==> config.mk <==
export PLATFORM = sky130hd
export DESIGN_NAME = xbit_uart_rx
export DESIGN_NICKNAME = d
export VERILOG_FILES = /design/src/rtl/xbr_pkg.sv /design/src/rtl/xbr_bit_engine.sv /design/src/rtl/xbr_frame_eval.sv /design/src/rtl/xbr_rx_status.sv /design/src/rtl/xbit_uart_rx.sv
export SDC_FILE = /design/constraint.sdc
export NUM_CORES = 1
export LEC_CHECK = 0
export BUFFER_PORTS_ARGS = -buffer_cell sky130_fd_sc_hd__buf_2
export CORE_MARGIN = 2
export CORE_UTILIZATION = 40
export CTS_BUF_LIST = sky130_fd_sc_hd__clkbuf_16
export DETAILED_ROUTE_END_ITERATION = 12
export GPL_TIMING_DRIVEN = 0
export REMOVE_ABC_BUFFERS = 1
export SLEW_MARGIN = 20
export SYNTH_ARGS = -nofsm -noshare
export SYNTH_HDL_FRONTEND = slang
export SYNTH_SLANG_ARGS = --single-unit
==> constraint.sdc <==
create_clock -name clk -period 3.6 [get_ports clk]
set_input_delay 0.72 -clock clk [delete_from_list [all_inputs] [get_ports clk]]
set_output_delay 0.72 -clock clk [all_outputs]
set_load 0.02 [all_outputs]
==> src/rtl/xbr_pkg.sv <==
// Shared types for the nine-bit UART receiver.
// Assumes: fixed 8-bit data field; extra frame bits are described by flags.
package xbr_pkg;
    localparam int DATA_W = 8;
    localparam int FLAG_W = 4;

    // Flag positions inside status_flags
    localparam int FL_PAR = 0;
    localparam int FL_FRM = 1;
    localparam int FL_OVR = 2;
    localparam int FL_XDT = 3;

    typedef enum logic [1:0] {RX_IDLE, RX_START, RX_BITS, RX_STOP} rx_state_t;

    typedef struct packed {
        logic [DATA_W-1:0] data;
        logic              xbit;
        logic              par_bit;
        logic              xb_used;
        logic              par_used;
        logic              stop_ok;
    } frame_t;

    typedef struct packed {
        logic par_err;
        logic frm_err;
        logic match;
    } verdict_t;
endpackage

==> src/rtl/xbr_bit_engine.sv <==
// Serial front end: synchronises the line, finds and confirms start bits,
// samples each bit at its centre and emits one frame record per frame.
// Assumes: baud_tick pulses OSR times per bit; xb_en and par_en are
// stable from the start bit to the stop bit of a frame.
module xbr_bit_engine
    import xbr_pkg::*;
#(
    parameter int OSR         = 16,
    parameter int SYNC_STAGES = 2
) (
    input  logic   clk,
    input  logic   rst_n,
    input  logic   rx_line,
    input  logic   baud_tick,
    input  logic   xb_en,
    input  logic   par_en,
    output logic   frame_done,
    output frame_t frame_q
);
    localparam int CNT_W = $clog2(OSR);
    localparam int MID   = OSR / 2 - 1;
    localparam int PAY_W = DATA_W + 2;
    localparam int IDX_W = $clog2(PAY_W + 1);

    logic [SYNC_STAGES-1:0] sync_q;
    logic                   line_s;
    rx_state_t              state;
    logic [CNT_W-1:0]       tick_cnt;
    logic [IDX_W-1:0]       bit_idx;
    logic [IDX_W-1:0]       last_idx;
    logic [PAY_W-1:0]       pay;
    logic                   xb_l;
    logic                   par_l;

    // Bring the asynchronous line into the clock domain
    always_ff @(posedge clk) begin
        if (!rst_n) sync_q <= '1;
        else        sync_q <= {sync_q[SYNC_STAGES-2:0], rx_line};
    end
    assign line_s = sync_q[SYNC_STAGES-1];

    // Frame state machine: start check, bit sampling, stop sampling
    always_ff @(posedge clk) begin
        if (!rst_n) begin
            state      <= RX_IDLE;
            tick_cnt   <= '0;
            bit_idx    <= '0;
            last_idx   <= '0;
            pay        <= '0;
            xb_l       <= 1'b0;
            par_l      <= 1'b0;
            frame_done <= 1'b0;
            frame_q    <= '0;
        end else begin
            frame_done <= 1'b0;
            if (baud_tick) begin
                case (state)
                    RX_IDLE: begin
                        if (!line_s) begin
                            state    <= RX_START;
                            tick_cnt <= '0;
                        end
                    end
                    RX_START: begin
                        if (tick_cnt == CNT_W'(MID)) begin
                            tick_cnt <= '0;
                            if (!line_s) begin
                                state    <= RX_BITS;
                                bit_idx  <= '0;
                                pay      <= '0;
                                xb_l     <= xb_en;
                                par_l    <= par_en;
                                last_idx <= IDX_W'(DATA_W - 1) + IDX_W'(xb_en) + IDX_W'(par_en);
                            end else begin
                                state <= RX_IDLE;
                            end
                        end else begin
                            tick_cnt <= tick_cnt + 1'b1;
                        end
                    end
                    RX_BITS: begin
                        if (tick_cnt == CNT_W'(OSR - 1)) begin
                            tick_cnt <= '0;
                            pay      <= pay | (PAY_W'(line_s) << bit_idx);
                            if (bit_idx == last_idx) state <= RX_STOP;
                            else                     bit_idx <= bit_idx + 1'b1;
                        end else begin
                            tick_cnt <= tick_cnt + 1'b1;
                        end
                    end
                    RX_STOP: begin
                        if (tick_cnt == CNT_W'(OSR - 1)) begin
                            tick_cnt         <= '0;
                            state            <= RX_IDLE;
                            frame_done       <= 1'b1;
                            frame_q.data     <= pay[DATA_W-1:0];
                            frame_q.xbit     <= xb_l ? pay[DATA_W] : 1'b0;
                            frame_q.par_bit  <= xb_l ? pay[DATA_W+1] : pay[DATA_W];
                            frame_q.xb_used  <= xb_l;
                            frame_q.par_used <= par_l;
                            frame_q.stop_ok  <= line_s;
                        end else begin
                            tick_cnt <= tick_cnt + 1'b1;
                        end
                    end
                    default: state <= RX_IDLE;
                endcase
            end
        end
    end
endmodule

==> src/rtl/xbr_frame_eval.sv <==
// Combinational judgement of one finished frame: parity check, stop check
// and expansion-bit comparison.
// Assumes: the mode inputs are stable while frame_done is high.
module xbr_frame_eval
    import xbr_pkg::*;
(
    input  frame_t   frame,
    input  logic     cmp_disable,
    input  logic     data_cmp_enable,
    input  logic     detect_level,
    input  logic     parity_odd,
    output verdict_t verdict
);
    logic ones_odd;
    logic cmp_mode;

    // Work out the error and match outcome of the frame
    always_comb begin
        ones_odd        = ^frame.data ^ (frame.xb_used & frame.xbit) ^ frame.par_bit;
        cmp_mode        = frame.xb_used & ~cmp_disable & ~data_cmp_enable;
        verdict.par_err = frame.par_used & (ones_odd ^ parity_odd);
        verdict.frm_err = ~frame.stop_ok;
        verdict.match   = cmp_mode & (frame.xbit == detect_level);
    end
endmodule

==> src/rtl/xbr_rx_status.sv <==
// Result registers: receive data, unread marker, sticky flags and the two
// single-cycle interrupt outputs.
// Assumes: rd_strobe does not coincide with frame_done.
module xbr_rx_status
    import xbr_pkg::*;
(
    input  logic              clk,
    input  logic              rst_n,
    input  logic              frame_done,
    input  logic [DATA_W-1:0] frame_data,
    input  verdict_t          verdict,
    input  logic              rd_strobe,
    input  logic [FLAG_W-1:0] clr_flags,
    output logic [DATA_W-1:0] rx_data,
    output logic [FLAG_W-1:0] status_flags,
    output logic              irq_status,
    output logic              irq_ok
);
    logic              unread;
    logic              ovr;
    logic              any_err;
    logic [FLAG_W-1:0] set_vec;

    // Decide the flags to set and the interrupt to route
    always_comb begin
        ovr             = frame_done & unread;
        any_err         = verdict.par_err | verdict.frm_err | ovr;
        set_vec         = '0;
        set_vec[FL_PAR] = frame_done & verdict.par_err;
        set_vec[FL_FRM] = frame_done & verdict.frm_err;
        set_vec[FL_OVR] = ovr;
        set_vec[FL_XDT] = frame_done & verdict.match
                          & (ovr | ~(verdict.par_err | verdict.frm_err));
    end

    // Store the byte and track whether it has been read
    always_ff @(posedge clk) begin
        if (!rst_n) begin
            rx_data <= '0;
            unread  <= 1'b0;
        end else if (frame_done && !unread) begin
            rx_data <= frame_data;
            unread  <= 1'b1;
        end else if (rd_strobe) begin
            unread  <= 1'b0;
        end
    end

    // Sticky flags: set on events, cleared by write-one strobes
    always_ff @(posedge clk) begin
        if (!rst_n) status_flags <= '0;
        else        status_flags <= (status_flags & ~clr_flags) | set_vec;
    end

    // One interrupt pulse per frame, routed by error and match
    always_ff @(posedge clk) begin
        if (!rst_n) begin
            irq_status <= 1'b0;
            irq_ok     <= 1'b0;
        end else begin
            irq_status <= frame_done & (any_err | verdict.match);
            irq_ok     <= frame_done & ~(any_err | verdict.match);
        end
    end
endmodule

==> src/rtl/xbit_uart_rx.sv <==
// Top of the nine-bit UART receiver: front end, frame judgement and
// result registers.
// Assumes: mode inputs change only between frames.
module xbit_uart_rx
    import xbr_pkg::*;
#(
    parameter int OSR         = 16,
    parameter int SYNC_STAGES = 2
) (
    input  logic              clk,
    input  logic              rst_n,
    input  logic              rx_line,
    input  logic              baud_tick,
    input  logic              xb_enable,
    input  logic              cmp_disable,
    input  logic              data_cmp_enable,
    input  logic              detect_level,
    input  logic              parity_en,
    input  logic              parity_odd,
    input  logic              rd_strobe,
    input  logic [FLAG_W-1:0] clr_flags,
    output logic [DATA_W-1:0] rx_data,
    output logic [FLAG_W-1:0] status_flags,
    output logic              irq_status,
    output logic              irq_ok
);
    logic     frame_done;
    frame_t   frame;
    verdict_t verdict;

    xbr_bit_engine #(
        .OSR         (OSR),
        .SYNC_STAGES (SYNC_STAGES)
    ) u_engine (
        .clk        (clk),
        .rst_n      (rst_n),
        .rx_line    (rx_line),
        .baud_tick  (baud_tick),
        .xb_en      (xb_enable),
        .par_en     (parity_en),
        .frame_done (frame_done),
        .frame_q    (frame)
    );

    xbr_frame_eval u_eval (
        .frame           (frame),
        .cmp_disable     (cmp_disable),
        .data_cmp_enable (data_cmp_enable),
        .detect_level    (detect_level),
        .parity_odd      (parity_odd),
        .verdict         (verdict)
    );

    xbr_rx_status u_status (
        .clk          (clk),
        .rst_n        (rst_n),
        .frame_done   (frame_done),
        .frame_data   (frame.data),
        .verdict      (verdict),
        .rd_strobe    (rd_strobe),
        .clr_flags    (clr_flags),
        .rx_data      (rx_data),
        .status_flags (status_flags),
        .irq_status   (irq_status),
        .irq_ok       (irq_ok)
    );
endmodule

Word-level counts from Yosys, hierarchy flattened
Index checks and enable logic that the tools add are counted.
{"block": "totals", "ff_bits": 57, "output_inout_bits": 14}
{"block": "op_classes", "mux": 24, "n_bitwise": 29, "eq_ne": 14, "shifts": 1, "reduce_logical": 14, "add_sub_neg": 4}
{"operator": "10-bit 2-to-1 mux", "count": 3}
{"operator": "4-bit 2-to-1 mux", "count": 6}
{"operator": "10-bit one-hot mux with 2 select lines", "count": 1}
{"operator": "1-bit bitwise AND", "count": 12}
{"operator": "2-bit 2-to-1 mux", "count": 6}
{"operator": "4-bit one-hot mux with 3 select lines", "count": 1}
{"operator": "6-bit AND reduction", "count": 2}
{"operator": "10-bit OR", "count": 1}
{"operator": "1-bit by 4-bit << shifter with 10-bit output", "count": 1}
{"operator": "4-bit by 1-bit adder with 4-bit output, second input constant", "count": 2}
{"operator": "2-bit by 1-bit != test with 1-bit output, second input constant", "count": 4}
{"operator": "2-bit one-hot mux with 4 select lines", "count": 1}
{"operator": "4-bit one-hot mux with 2 select lines", "count": 1}
{"operator": "8-bit parity", "count": 1}
{"operator": "2-bit != test, second input constant", "count": 3}
{"operator": "1-bit inverter", "count": 6}
{"operator": "3-bit AND reduction", "count": 2}
{"operator": "1-bit 2-to-1 mux", "count": 5}
{"operator": "5-bit AND reduction", "count": 1}
{"operator": "3-bit by 1-bit adder with 4-bit output, first input constant", "count": 1}
{"operator": "4-bit by 1-bit adder with 4-bit output", "count": 1}
{"operator": "4-bit bitwise AND", "count": 1}
{"operator": "2-bit equality test, second input constant", "count": 2}
{"operator": "4-bit by 3-bit equality test with 1-bit output, second input constant", "count": 1}
{"operator": "other kinds (15)", "count": 21}

Longest topological paths before layout
{"block": "logic_depth", "ltp_word": 10, "ltp_mapped": 8, "ltp_nobuf": 7}

Cells and area by module
Synthesis repeated with hierarchy kept, for this count alone.
{"block": "unflattened", "cells_unflattened": 274, "hier_area_um2": 2467.4}
{"mod": "xbr_bit_engine", "instances": 1, "area_each_um2": 1757.9, "cells_per_inst": 196}
{"mod": "xbr_rx_status", "instances": 1, "area_each_um2": 585.6, "cells_per_inst": 64}
{"mod": "xbr_frame_eval", "instances": 1, "area_each_um2": 123.9, "cells_per_inst": 14}

Worst setup path before layout
Ideal clock, no wire load.
{"block": "synth_timing", "path_kind": "input port to flip-flop", "from": "input port parity_odd", "to": "register u_status.irq_status", "cell_stages": 5, "arrival_time_ps": 1878, "setup_ps": 122, "required_time_ps": 3478, "path_slack_ps": 1600, "path_buffers": 0, "path_cell_list": "xnor2_1 -> xnor2_1 -> xnor3_1 -> and2_4 -> o311a_1"}
{"block": "synth_between", "elab_chain_cells": 6}
{"element": "start: declaration", "line_no": "xbit_uart_rx.sv:19", "text": "input logic parity_odd,"}
{"element": "1-bit bitwise XOR", "line_no": "xbr_frame_eval.sv:21", "text": "verdict.par_err = frame.par_used & (ones_odd ^ parity_odd);"}
{"element": "1-bit bitwise AND", "line_no": "xbr_frame_eval.sv:21"}
{"element": "1-bit OR (2 in series)", "line_no": "xbr_rx_status.sv:27", "text": "any_err = verdict.par_err | verdict.frm_err | ovr;"}
{"element": "1-bit OR", "line_no": "xbr_rx_status.sv:61", "text": "irq_status <= frame_done & (any_err | verdict.match);"}
{"element": "1-bit bitwise AND", "line_no": "xbr_rx_status.sv:61"}
{"element": "end signal: assignment", "line_no": "xbr_rx_status.sv:61"}
{"element": "end: declaration", "line_no": "xbr_rx_status.sv:16", "text": "output logic irq_status,"}
No other way between the ends.
A chain may end at the register's enable or synchronous reset.

==> run metrics <==
post-synthesis compound-gate area fraction=13.91%; Post-Synth Adder-Cell Area=4.061%; core box area=5956 µm²; buffers added on ports=28; setup tns final=0 ps; period utilisation layout=57.89%; # DRC=0; Slew HR=47.44%; min-delay src=u_engine.sync_q[0]; crit path cell chain=inv_1 -> ha_1 -> nor3_1 -> inv_1 -> a221oi_1 -> nand2_1 -> mux2i_1; worst min-delay path category=reg2reg; Final Power=1.151 mW; crit path kind=reg2reg; Peak VDD IR=235.6 µV; Antenna Cells=0; CP max stage cell=a221oi_1; GR Overflow Total=0; initial core utilization=41.39%; Synth Register Bits=56; die area=6806 µm²; leak pwr=1.070 nW; WL/cell=12.07 µm; Die H=82.50 µm; Post-Synth Simple-Gate Area=22.44%; pre-CTS setup slack=1424 ps; sequential area share after synthesis=45.48%; share of layout cells above drive strength 1=14.38%; final hold vios=0; vias in the first global route=1,703; Reg-to-Reg Start=u_engine.state[0]; Antenna Nets Post-Route=0; final setup violation count=0; Layout area overhead=13.91%; hold_buf cts=0; Synth Area in XOR/XNOR=5.127%; Async S/R FF share, synth=0%; Slew Viols, Final=0; R2R cell count=7; clk buf depth=2; All-Layer GR Usage=14.45%; IO Count=29; PnR worst setup slack=1516 ps; CTS tree=done; Avg Cell Area, Syn=8.803 µm²; Worst-path clk slew=70 ps; number of synthesized flops with an enable pin=0; CTS buffer count=5; Min Hold Slack=410.3 ps; CP arrival=2270 ps; worst reg-to-reg setup slack=1520 ps; Crit Path Max Fanout=10; Post-Route Utilization=47.14%; initial antenna violation count=0; Synth Warn #=0; RSZ-0062 raised after global routing=false; fmax=479.8 MHz; most common flop cell mapped by yosys=dfxtp_1; most frequent cell on the critical path=inv_1; max_cap viols=0; Post-CTS Setup Inserts=0; Distinct cells, synth=47; CTS Root Buffer Type=clkbuf_16; required time of the critical path=3780 ps; Worst Hold Path Cells=1; gpl congestion=0.7473; DP HPWL=3.186 mm; # resized after CTS=0; DRT iter0 DRCs=54; status=finished clean; Num Clock Sinks=56; Max H-tree Level=2; hold endpoint=u_engine.sync_q[1]; CP max stage delay=440 ps; post-layout minimum cycle time=2084 ps; DIE WIDTH=82.50 µm; Mapped Area=2465 µm²; vias=1,940; Avg Vias per Cell=5.092; row count=28; Critical Path Sink Type=flop; mux cell area share after synthesis=5.685%; nature of the critical path startpoint=flop; clock skew=7.524 ps; largest net degree at the start of global routing=38; Worst Max-Slew Pin Slew=788.4 ps; DR pass1 iterations=4; final WL=4.597 mm; clock latency on the worst-skew pair=290 ps; synthesized instance count=280; pwr dens=410.1 nW/µm²; Final #Nets=328; main combinational cell family by area after synthesis=simple AND/OR/NAND/NOR gates; first-pass GRT wire length=7.714 mm
## critical path: cells and delay by family, from the launching register on
kind                     cells  cell delay, ps
buffers and inverters        2             210
AO/OA/AOI/OAI                1             440
flip-flops                   1             410
multiplexers                 1             130
adder cells (fa/ha/maj)      1             330
AND/OR/NAND/NOR              2             470
## cells by family (layout without fill, tap and decap cells)
kind of cell / Yosys count / in the layout
adder cells (fa/ha/maj): 8 / 8
flip-flops: 56 / 56
XOR/XNOR: 12 / 12
AO/OA/AOI/OAI: 55 / 55
multiplexers: 14 / 14
AND/OR/NAND/NOR: 115 / 115
buffers and inverters: 20 / 46
## stage by stage
| step | instance area [µm²] | instances |
|---|---|---|
| 6_report | 2808 | 381 |
| 2_1_floorplan | 2421 | 270 |
| 3_3_place_gp | 2655 | 373 |
| 3_5_place_dp | 2660 | 373 |
| 5_1_grt | 2808 | 381 |
| 4_1_cts | 2808 | 381 |
## how the worst max path moves through the flow
stage,cells past startpoint,slack (ps),start,end
after floorplan,5,1600,parity_odd,u_status.irq_status
after global placement,4,1370,baud_tick,u_engine.pay[5]
after detailed placement,6,1420,parity_odd,u_status.irq_status
after CTS,7,1500,u_engine.state[0],u_engine.bit_idx[2]
after global routing,7,1260,u_engine.state[0],u_engine.state[0]
final,7,1520,u_engine.state[0],flop
## cells in the mapped netlist, types with 2 or more instances
cell type | count | area share [%]
inv_1 | 9 | 1.4
a211oi_1 | 3 | 0.91
dfxtp_1 | 56 | 45
clkbuf_1 | 5 | 0.76
mux2i_1 | 14 | 5.7
nor3_1 | 7 | 1.4
nand2b_1 | 10 | 2.5
nand2_1 | 30 | 4.6
nor2_1 | 36 | 5.5
nand3b_1 | 3 | 0.91
buf_2 | 2 | 0.41
o21ai_0 | 4 | 0.81
xnor2_1 | 9 | 3.2
or3_1 | 3 | 0.76
a21oi_1 | 25 | 5.1
a21o_1 | 3 | 0.91
nand4_1 | 5 | 1.3
nor2b_1 | 3 | 0.76
a41oi_1 | 2 | 0.71
and2_1 | 3 | 0.76
ha_1 | 8 | 4.1
a31oi_1 | 8 | 2.0
or4_1 | 2 | 0.61
nand3_1 | 6 | 1.2
buf_1 | 2 | 0.30
## final cells by class
cell class,instances,area (µm²)
Tap cell,75,93.84
Clock inverter,3,22.52
Clock buffer,5,125.1
Sequential cell,56,1121
Multi-Input combinational cell,204,1267
Timing Repair Buffer,28,140.1
Fill cell,593,3148
Inverter,10,37.54
## metal layers
metal	share of wire [%]	GRT usage, %
met1	52	19.03
met2	44	23.79
met3	3.5	2.935
met4	0.87	4.426
met5	0	0
## flip-flops by register name, indices dropped and copies added (netlist names), 2 cells and up, named ones only
signal	flops
u_engine.bit_idx	4
u_engine.frame_q	13
u_engine.last_idx	3
u_engine.pay	10
u_engine.sync_q	2
u_engine.tick_cnt	4
u_status.rx_data	8
u_status.status_flags	4
## placed cells by master (no fill, tap or decap), types with 2 or more instances in the layout
| master | Yosys | routed |
|---|---|---|
| clkbuf_16 | 0 | 5 |
| nor3_1 | 7 | 7 |
| inv_1 | 9 | 9 |
| mux2i_1 | 14 | 14 |
| or3_1 | 3 | 3 |
| nor2_1 | 36 | 36 |
| a41oi_1 | 2 | 2 |
| a31oi_1 | 8 | 8 |
| nand2_1 | 30 | 30 |
| a211oi_1 | 3 | 3 |
| or4_1 | 2 | 2 |
| nand3_1 | 6 | 6 |
| ha_1 | 8 | 8 |
| buf_2 | 2 | 28 |
| nand4_1 | 5 | 5 |
| nor2b_1 | 3 | 3 |
| xnor2_1 | 9 | 9 |
| a21o_1 | 3 | 3 |
| and2_1 | 3 | 3 |
| nand2b_1 | 10 | 10 |
| dfxtp_1 | 56 | 56 |
| nand3b_1 | 3 | 3 |
| o21ai_0 | 4 | 4 |
| a21oi_1 | 25 | 25 |
## where the power goes
group	total [mW]	leakage, nW	internal (mW)	switching [mW]
Sequential	0.623	0.451	0.621	0.00208
Combinational	0.0423	0.544	0.0156	0.0267
Clock	0.486	0.0742	0.261	0.225
(Power assumes the default switching activity.)
